[src/rtl/spi_bm_pkg.sv]
// Package: shared constants, register offsets, engine states and the
// divider code decode for the SPI byte-bus master.
package spi_bm_pkg;
    localparam int BYTE_W  = 8;
    localparam int MAX_EXP = 12;            // largest divisor is 2**MAX_EXP
    localparam int HC_W    = MAX_EXP - 1;   // half-period counter width

    typedef enum logic [2:0] {
        REG_CTRL  = 3'd0,
        REG_STAT  = 3'd1,
        REG_DATA  = 3'd2,
        REG_EXT   = 3'd3,
        REG_PARAM = 3'd4,
        REG_CSEL  = 3'd5,
        REG_TIME  = 3'd6
    } reg_addr_e;

    typedef enum logic [1:0] {ENG_IDLE, ENG_RUN, ENG_DONE} eng_state_e;

    // Map a 4-bit divider code to log2 of the system-clock divisor.
    function automatic logic [3:0] div_exp(input logic [3:0] code);
        case (code)
            4'd0:    div_exp = 4'd1;
            4'd1:    div_exp = 4'd2;
            4'd2:    div_exp = 4'd4;
            4'd3:    div_exp = 4'd5;
            4'd4:    div_exp = 4'd3;
            default: div_exp = (code >= 4'd12) ? 4'(MAX_EXP) : code + 4'd1;
        endcase
    endfunction
endpackage

[src/rtl/spi_bm_fifo.sv]
// Module: synchronous FIFO with a show-ahead head output.
// Assumes DEPTH is a power of two; push when full and pop when empty are
// ignored.
module spi_bm_fifo #(
    parameter int W     = 8,
    parameter int DEPTH = 4
) (
    input  logic         clk,
    input  logic         rst_n,
    input  logic         push,
    input  logic [W-1:0] din,
    input  logic         pop,
    output logic [W-1:0] dout,
    output logic         empty,
    output logic         full
);
    localparam int PW = $clog2(DEPTH);

    logic [W-1:0] mem [DEPTH];
    logic [PW-1:0] wr_ptr, rd_ptr;
    logic [PW:0]   cnt;
    logic          do_push, do_pop;

    assign do_push = push && !full;
    assign do_pop  = pop && !empty;
    assign empty   = (cnt == '0);
    assign full    = (cnt == (PW+1)'(DEPTH));
    assign dout    = mem[rd_ptr];

    // Pointer and occupancy bookkeeping.
    always_ff @(posedge clk) begin
        if (!rst_n) begin
            wr_ptr <= '0;
            rd_ptr <= '0;
            cnt    <= '0;
        end else begin
            if (do_push) wr_ptr <= wr_ptr + 1'b1;
            if (do_pop)  rd_ptr <= rd_ptr + 1'b1;
            if (do_push && !do_pop)      cnt <= cnt + 1'b1;
            else if (do_pop && !do_push) cnt <= cnt - 1'b1;
        end
    end

    // Storage write.
    always_ff @(posedge clk) begin
        if (do_push) mem[wr_ptr] <= din;
    end
endmodule

[src/rtl/spi_bm_engine.sv]
// Module: one-byte full-duplex shift engine.
// Produces the sclk phase toggle (caller XORs in CPOL), drives mosi MSB
// first and assembles the received byte. Assumes cpha and half_m1 stay
// stable while busy. The done pulse comes one clock after the last edge.
module spi_bm_engine
    import spi_bm_pkg::*;
(
    input  logic              clk,
    input  logic              rst_n,
    input  logic              start,
    input  logic [BYTE_W-1:0] tx_byte,
    input  logic              cpha,
    input  logic [HC_W-1:0]   half_m1,
    input  logic              miso,
    output logic              ph,
    output logic              mosi,
    output logic              busy,
    output logic              done,
    output logic [BYTE_W-1:0] rx_byte
);
    localparam int EC_W = $clog2(2 * BYTE_W);
    localparam logic [EC_W-1:0] LAST_EDGE = EC_W'(2 * BYTE_W - 1);

    eng_state_e        state;
    logic [HC_W-1:0]   hc;
    logic [EC_W-1:0]   ec;
    logic [BYTE_W-1:0] sr;

    assign busy = (state != ENG_IDLE);
    assign done = (state == ENG_DONE);

    // Sequence load, 16 sclk edges and the completion cycle.
    always_ff @(posedge clk) begin
        if (!rst_n) begin
            state   <= ENG_IDLE;
            hc      <= '0;
            ec      <= '0;
            ph      <= 1'b0;
            sr      <= '0;
            rx_byte <= '0;
            mosi    <= 1'b0;
        end else begin
            case (state)
                ENG_IDLE: begin
                    ph <= 1'b0;
                    if (start) begin
                        state <= ENG_RUN;
                        hc    <= '0;
                        ec    <= '0;
                        if (!cpha) begin
                            mosi <= tx_byte[BYTE_W-1];
                            sr   <= tx_byte << 1;
                        end else begin
                            sr   <= tx_byte;
                        end
                    end
                end
                ENG_RUN: begin
                    if (hc == half_m1) begin
                        hc <= '0;
                        ph <= ~ph;
                        ec <= ec + 1'b1;
                        if (ec[0] == cpha) begin
                            rx_byte <= {rx_byte[BYTE_W-2:0], miso};
                        end else begin
                            mosi <= sr[BYTE_W-1];
                            sr   <= sr << 1;
                        end
                        if (ec == LAST_EDGE) state <= ENG_DONE;
                    end else begin
                        hc <= hc + 1'b1;
                    end
                end
                default: state <= ENG_IDLE;
            endcase
        end
    end
endmodule

[src/rtl/spi_byte_master.sv]
// Module: SPI master with a byte-wide register bus (top level).
// Holds the register file, status flags, both FIFOs, the divider decode
// and the chip-select drivers; the shift engine does the serial work.
// Assumes one bus access per cycle and synchronous active-low reset.
module spi_byte_master
    import spi_bm_pkg::*;
#(
    parameter int FIFO_DEPTH = 4,
    parameter int NUM_CS     = 4
) (
    input  logic              clk,
    input  logic              rst_n,
    input  logic [2:0]        bus_addr,
    input  logic              bus_wr,
    input  logic              bus_rd,
    input  logic [7:0]        bus_wdata,
    output logic [7:0]        bus_rdata,
    output logic              sclk,
    output logic              mosi,
    input  logic              miso,
    output logic [NUM_CS-1:0] cs_n,
    input  logic              fault_n,
    output logic              irq
);
    logic [7:0] ctrl_q, ext_q, param_q, time_q, csel_q;
    logic       irqf_q, wcol_q, fault_q;

    logic [BYTE_W-1:0] tx_dout, rx_dout, rx_byte;
    logic tx_empty, tx_full, rx_empty, rx_full;
    logic tx_push, rx_pop, go, busy, done, ph;
    logic wr_data, wr_stat, fault_hit;

    logic [3:0]      div_code, exp_sel;
    logic [HC_W:0]   half_full;
    logic [HC_W-1:0] half_m1;

    assign wr_data   = bus_wr && (bus_addr == REG_DATA);
    assign wr_stat   = bus_wr && (bus_addr == REG_STAT);
    assign tx_push   = wr_data && !tx_full;
    assign rx_pop    = bus_rd && (bus_addr == REG_DATA);
    assign fault_hit = ctrl_q[6] && ctrl_q[4] && !fault_n;
    assign go        = !busy && !tx_empty && !rx_full && ctrl_q[6] && ctrl_q[4] && !fault_q;

    assign div_code  = {ext_q[1:0], ctrl_q[1:0]};
    assign exp_sel   = div_exp(div_code);
    assign half_full = (HC_W+1)'(1) << (exp_sel - 4'd1);
    assign half_m1   = HC_W'(half_full - 1'b1);

    assign sclk = ctrl_q[3] ^ ph;
    assign irq  = ctrl_q[7] && (irqf_q || fault_q);

    // Configuration registers.
    always_ff @(posedge clk) begin
        if (!rst_n) begin
            ctrl_q  <= 8'h51;
            ext_q   <= 8'h00;
            param_q <= 8'h40;
            time_q  <= 8'h01;
            csel_q  <= 8'h00;
        end else if (bus_wr) begin
            case (bus_addr)
                REG_CTRL:  ctrl_q  <= bus_wdata;
                REG_EXT:   ext_q   <= bus_wdata;
                REG_PARAM: param_q <= bus_wdata;
                REG_TIME:  time_q  <= bus_wdata;
                REG_CSEL:  csel_q  <= bus_wdata;
                default: ;
            endcase
        end
    end

    // Sticky status flags: set wins over write-one-to-clear.
    always_ff @(posedge clk) begin
        if (!rst_n) begin
            irqf_q  <= 1'b0;
            wcol_q  <= 1'b0;
            fault_q <= 1'b0;
        end else begin
            if (done)                           irqf_q <= 1'b1;
            else if (wr_stat && bus_wdata[7])   irqf_q <= 1'b0;
            if (wr_data && tx_full)             wcol_q <= 1'b1;
            else if (wr_stat && bus_wdata[6])   wcol_q <= 1'b0;
            if (fault_hit)                      fault_q <= 1'b1;
            else if (wr_stat && bus_wdata[4])   fault_q <= 1'b0;
        end
    end

    // Register read multiplexer.
    always_comb begin
        case (bus_addr)
            REG_CTRL:  bus_rdata = ctrl_q;
            REG_STAT:  bus_rdata = {irqf_q, wcol_q, busy, fault_q,
                                    tx_empty, tx_full, rx_full, rx_empty};
            REG_DATA:  bus_rdata = rx_empty ? 8'h00 : rx_dout;
            REG_EXT:   bus_rdata = ext_q;
            REG_PARAM: bus_rdata = param_q;
            REG_CSEL:  bus_rdata = csel_q;
            REG_TIME:  bus_rdata = time_q;
            default:   bus_rdata = 8'h00;
        endcase
    end

    // Chip-select drivers: enabled lines follow their level bit.
    for (genvar i = 0; i < NUM_CS; i++) begin : g_cs
        assign cs_n[i] = csel_q[i] ? csel_q[i+4] : 1'b1;
    end

    spi_bm_fifo #(.W(BYTE_W), .DEPTH(FIFO_DEPTH)) u_txq (
        .clk(clk), .rst_n(rst_n), .push(tx_push), .din(bus_wdata),
        .pop(go), .dout(tx_dout), .empty(tx_empty), .full(tx_full)
    );

    spi_bm_fifo #(.W(BYTE_W), .DEPTH(FIFO_DEPTH)) u_rxq (
        .clk(clk), .rst_n(rst_n), .push(done), .din(rx_byte),
        .pop(rx_pop), .dout(rx_dout), .empty(rx_empty), .full(rx_full)
    );

    spi_bm_engine u_eng (
        .clk(clk), .rst_n(rst_n), .start(go), .tx_byte(tx_dout),
        .cpha(ctrl_q[2]), .half_m1(half_m1), .miso(miso), .ph(ph),
        .mosi(mosi), .busy(busy), .done(done), .rx_byte(rx_byte)
    );
endmodule

[config.mk]
export PLATFORM = sky130hd
export DESIGN_NAME = spi_byte_master
export DESIGN_NICKNAME = d
export VERILOG_FILES = /design/src/rtl/spi_bm_pkg.sv /design/src/rtl/spi_bm_fifo.sv /design/src/rtl/spi_bm_engine.sv /design/src/rtl/spi_byte_master.sv
export SDC_FILE = /design/constraint.sdc
export NUM_CORES = 1
export LEC_CHECK = 0
export CAP_MARGIN = 5
export CORE_UTILIZATION = 55
export CTS_BUF_LIST = sky130_fd_sc_hd__clkbuf_4
export CTS_CLUSTER_SIZE = 12
export DETAILED_ROUTE_END_ITERATION = 6
export PLACE_DENSITY = 0.82
export SETUP_SLACK_MARGIN = 0.02
export SLEW_MARGIN = 10
export SYNTH_ARGS = -nofsm -noshare
export SYNTH_HDL_FRONTEND = slang
export SYNTH_SLANG_ARGS = --single-unit
[constraint.sdc]
create_clock -name clk -period 12.3 [get_ports clk]
set_clock_uncertainty 0.1 [all_clocks]
set_input_delay 1.845 -clock clk [delete_from_list [all_inputs] [get_ports clk]]
set_output_delay 1.845 -clock clk [all_outputs]
set_load 0.1 [all_outputs]
After elaboration in Yosys (flattened, before gate mapping)
Memories as Yosys holds them, arrays and structs flattened. A register that Yosys moved wholly into a read port is not among the register bits. Cells that the tools add are included.

Bits in registers: 92. ROM bits: 0. Logic and storage cells: 170. Memories kept: 2. Input bits: 17. Output and inout bits: 15. Bits in latches: 0. RAM bits: 64.

Memories: u_rxq.mem (depth 4, bits a word 8, rd ports 1, clocked after memory_dff 1, write ports 1, RTL line spi_bm_fifo.sv:19) `logic [W-1:0] mem [DEPTH];`; u_txq.mem (depth 4, bits a word 8, rd ports 1, clocked after memory_dff 1, write ports 1, RTL line spi_bm_fifo.sv:19).

Multipliers: 0. Multiplexer cells: 48. Reduce and logical (&&, ||, !) cells: 60. Add/sub/neg operators: 13. $lt $le $gt $ge: 1. Div/mod/pow operators: 0. Bitwise gates (word level): 2. Shift operators: 1. Eq/ne operators: 22.

Operators with widths (number): $pmux 8 s7 (1); $mux 8 (5); $logic_and 1x1->1 (24); $mux 11 (2); $pmux 11 s2 (1); $pmux 4 s5 (1); $mux 1 (19); $pmux 8 s2 (1); $eq 3x3->1 const B (5); $mux 2 (7); $reduce_and 2->1 (7); $reduce_bool 2->1 (7); $mux 3 (4); $mux 4 (3); $add 11x1->11 const B (1); $eq 11x11->1 (1); $logic_not 1->1 (11); $shl 1x4->11 const A (1); $sub 11x1->11 const B (1); $logic_not 3->1 (3); $reduce_and 3->1 (3); $add 2x1->2 const B (4); $add 4x1->4 const B (2); $eq 4x2->1 const B (2); other kinds (24) (31).

Logic depth before layout (Yosys ltp)
Word-level depth: 11. Mapped depth: 18. Mapped depth without buffers: 14.

Hierarchy
Synthesis repeated with hierarchy kept, for this count alone.

Cells, all modules: 720. Area, all modules: 7683.6 µm².

Modules (own cells, without submodules): spi_bm_fifo (cells an instance 90, instances 2, sequential area each 1141.1 µm², area each 1639.1 µm²); spi_byte_master (cells an instance 331, instances 1, sequential area each 860.8 µm², area each 2566.2 µm²); spi_bm_engine (cells an instance 209, instances 1, sequential area each 700.7 µm², area each 1839.3 µm²).

Least setup slack after synthesis
Ideal clock, no wire load.

Path type: input to output. From: in bus_addr[2]. To: out bus_rdata[5]. Cell stages on the path: 6. Buffers on the path: 2. Slack: 5.452 ns. Data required time: 10.355 ns. Arrival: 4.903 ns. Path through: buf_1 clkbuf_1 mux2i_1 nor2_1 a31oi_1 o21ai_0.

Word-level cells in the longest chain between the ends: 2. Elaborated cells on any way between the ends: 8. Classes of those cells: eq/ne (6); mux (1); reduce/logical (1).

Ends and longest elaborated chain: start: declaration (RTL line spi_byte_master.sv:13) `input logic [2:0] bus_addr,`; $eq 3x3->1, or another cell as far along (RTL line spi_byte_master.sv:90) `case (bus_addr)`; $pmux 8 s7 * (RTL line spi_byte_master.sv:90); end: declaration (RTL line spi_byte_master.sv:17) `output logic [7:0] bus_rdata,`.

Mark *: on every way between the ends. The rest lies on a longest branch, timed or not.

Worst setup path in the final report
From: in bus_addr[1]. To: out bus_rdata[5].

The elaborated chain is that of the path after synthesis.

==> summary.md <==
| Metric | Value |
|---|---|
| CTS H-tree lvls | `4` |
| Top Usage Layer GRT | `met2` |
| IO buf count | `31` |
| Iteration count of the initial detailed-routing pass | `6` |
| CTS tree | `built` |
| Crit path time final | `7.41 ns` |
| Crit Path Class | `in2out` |
| Reg2reg setup slack | `7.00 ns` |
| Warnings, synthesis | `0` |
| Final #Nets | `between 700 and 800` |
| Syn-to-layout area delta | `9.44%` |
| DRT iter0 DRCs | `491` |
| Worst-Margin Slew | `1.05 ns` |
| Met3 Use GR | `approximately 6%` |
| Cell Area, Synth | `7600 sq um` |
| Post-CTS Repair Setup Buffers | `0` |
| Vias/cell | `6.06` |
| Worst r2r path cells | `12` |
| Post-CTS resize count | `0` |
| Chip width | `120 um` |
| ANT nets after route | `0` |
| Pwr dens | `141 nW/um^2` |
| Sequential share of the synthesized area | `50.6%` |
| Post-synth top area share | `25.3%` |
| Reg-to-reg startpoint | `ctrl_q[0]` |
| Worst path arrival time | `5.47 ns` |
| Main synth FF type | `dfxtp_1` |
| Final TNS setup | `0 ns` |
| Syn nets | `782` |
| GRT Util Overall | `between 20% and 30%` |
| Wire per inst | `17.9 um` |
| Fin crit share | `about 60%` |
| Clock transition at path regs | `0.13 ns` |
| Outcome | `completed` |
| Crit-path max FO | `25` |
| Max-slew violation count | `0` |
| Relative slew margins | `29.7%` |
| Seq cells post-synth | `160` |
| Row count | `42` |
| Hold Path Cell Cnt | `2` |
| Met2 Usage GRT | `40.8%` |
| Synth area leader | `dfxtp_1` |
| Met1 GRT Util | `32.9%` |
| Final hold vios | `0` |
| N_diodes | `0` |
| Final setup violation count | `0` |
| Number of global-route vias before repair | `approximately 5600` |
| Core area | `approximately 13000 sq um` |
| Area after detailed placement | `between 7000 and 8000 sq um` |
| Global-route wire length before repair | `28100 um` |
| Highest clock rate | `135 MHz` |
| Gr ovfl total | `0` |
| Drt drc | `0` |
| DP HPWL | `approximately 12000 um` |
| Largest cells by area after synthesis | `dfxtp_1 (25%), edfxtp_1 (25%), nand2_1 (6.8%)` |
| Initial antenna violation count | `0` |
| Largest net degree at the start of global routing | `60` |
| Die height | `about 120 um` |
| Unique masters post-synth | `59` |
| CP Capture Type | `output port` |
| DR vias | `5735` |
| Final WL | `16900 um` |
| Fraction of registers with async set/reset | `0%` |
| Reg-to-reg endpoint | `u_eng.rx_byte[6]` |
| Critical Path Start Type | `primary input` |
| TritonCTS Buffers | `17` |
| Worst EP required | `10.35 ns` |
| Design area | `8310 sq um` |
| CTS sink cnt | `between 150 and 200` |
| Worst-Skew Late Latency | `0.57 ns` |
| Most common cell after layout, fill and taps aside | `nand2_1` |
| RSZ-0062 raised after global routing | `false` |
| Layout cells sized above 1 | `8.82%` |
| Max-cap viol count | `0` |
| Most frequent cells in the layout | `nand2_1 (138), dfxtp_1 (96), edfxtp_1 (64), a21oi_1 (53), nor2_1 (49)` |
| CTS Root Cell | `clkbuf_4` |
| Full die area | `14300 sq um` |
| Gpl congestion | `roughly 0.89` |
| Max Buffers Root-to-Sink | `2` |
| Worst Hold End | `ext_q[4]` |
| Filler cell count | `about 1100` |
| Num ports | `32` |
| Post-synth EDFFs | `64` |
| Leak pwr | `between 2 and 3 nW` |
| Gate Count Post-Synth | `746` |
| Min-delay src | `ext_q[4]` |
| Peak VDD IR | `0.0729 mV` |
| Initial Util | `56.9%` |
| Syn Area/Cell | `10.2 sq um` |
| Min-delay worst type | `reg2reg` |
| Hold_buf cts | `0` |
[flip-flops by register name, summed over array words and instances (netlist names), 3 cells and up, named ones only]
| signal | flops |
|---|---|
| u_eng.rx_byte | 8 |
| u_txq.mem | 32 |
| u_eng.sr | 8 |
| time_q | 8 |
| u_eng.ec | 4 |
| u_rxq.mem | 32 |
| csel_q | 8 |
| ctrl_q | 8 |
| u_txq.cnt | 3 |
| u_rxq.cnt | 3 |
| param_q | 8 |
| u_eng.hc | 11 |
| ext_q | 8 |
[worst max-delay path by stage]
stage,from,endpoint,slack (ns),depth (start not counted)
6_report,bus_addr[1],bus_rdata[5],4.89,6
5_1_grt,bus_addr[1],bus_rdata[6],4.62,6
4_1_cts,bus_addr[1],bus_rdata[5],4.94,6
3_5_place_dp,bus_addr[1],bus_rdata[5],4.95,6
3_3_place_gp,bus_addr[1],bus_rdata[5],5.09,6
2_1_floorplan,bus_addr[2],bus_rdata[5],5.45,6
[routing by layer]
metal  vias to the layer above  wire (um)
met3                        42       1070
met4                         0        457
met2                       205       8100
li1                       2717          -
met5                         -          0
met1                      2771       7310
[synth_stat cells (11+ instances only)]
cell type,number
dfxtp_1,96
nor2_1,49
edfxtp_1,64
mux2i_1,34
inv_1,13
xnor2_1,11
nand2_1,138
o21ai_0,17
nand3_1,29
mux4_2,22
ha_1,17
nor3_1,12
a21oi_1,53
nor2b_1,15
clkbuf_1,32
[cell families after synthesis]
kind of cell,Yosys count,synth area share [%]
adders and majority gates,19,3.33
DFF,160,50.6
xor gates and xnor gates,21,2.42
muxes,59,11.4
buffers and inverters,55,2.75
AOI/OAI and AO/OA,133,11.3
and+or+nand+nor,299,18.1
[area by class of cell]
| type | instances | area, sq um | share of cell area, % |
|---|---|---|---|
| multi-input combinational | 531 | 3540 | 42.6 |
| clock buffer | 18 | 135 | 1.63 |
| tap | 176 | 220 | 2.65 |
| inverter | 14 | 52.6 | 0.632 |
| sequential | 160 | 3840 | 46.2 |
| clock inverter | 14 | 185 | 2.23 |
| timing repair buffer | 34 | 333 | 4.00 |
[critical path, cell delays in order]
cell	delay, ns
clkdlybuf4s50_1	1.03
nand2b_1	0.22
nor3_1	0.84
a221oi_1	0.17
o21ai_0	0.16
clkdlybuf4s50_1	1.19
[power by group]
group | switching [mW] | internal (mW) | leakage (nW)
clock network | 0.183 | 0.163 | 0.170
registers | 0.0288 | 0.573 | 1.38
logic | 0.134 | 0.0883 | 1.34
total | 0.346 | 0.824 | 2.89
[stage by stage]
stage	std cells	hold WS (ns)	utilization, %	power (mW)	setup WS [ns]
3_3_place_gp	915	0.344	59.9	0.823	5.09
2_1_floorplan	746	0.333	-	0.776	5.45
3_5_place_dp	915	0.347	59.9	0.832	4.95
5_1_grt	947	0.384	62.3	1.22	4.62
4_1_cts	947	0.364	62.3	1.17	4.94
6_report	947	0.367	62.3	1.17	4.89
Power figures use the tool's default switching activity.
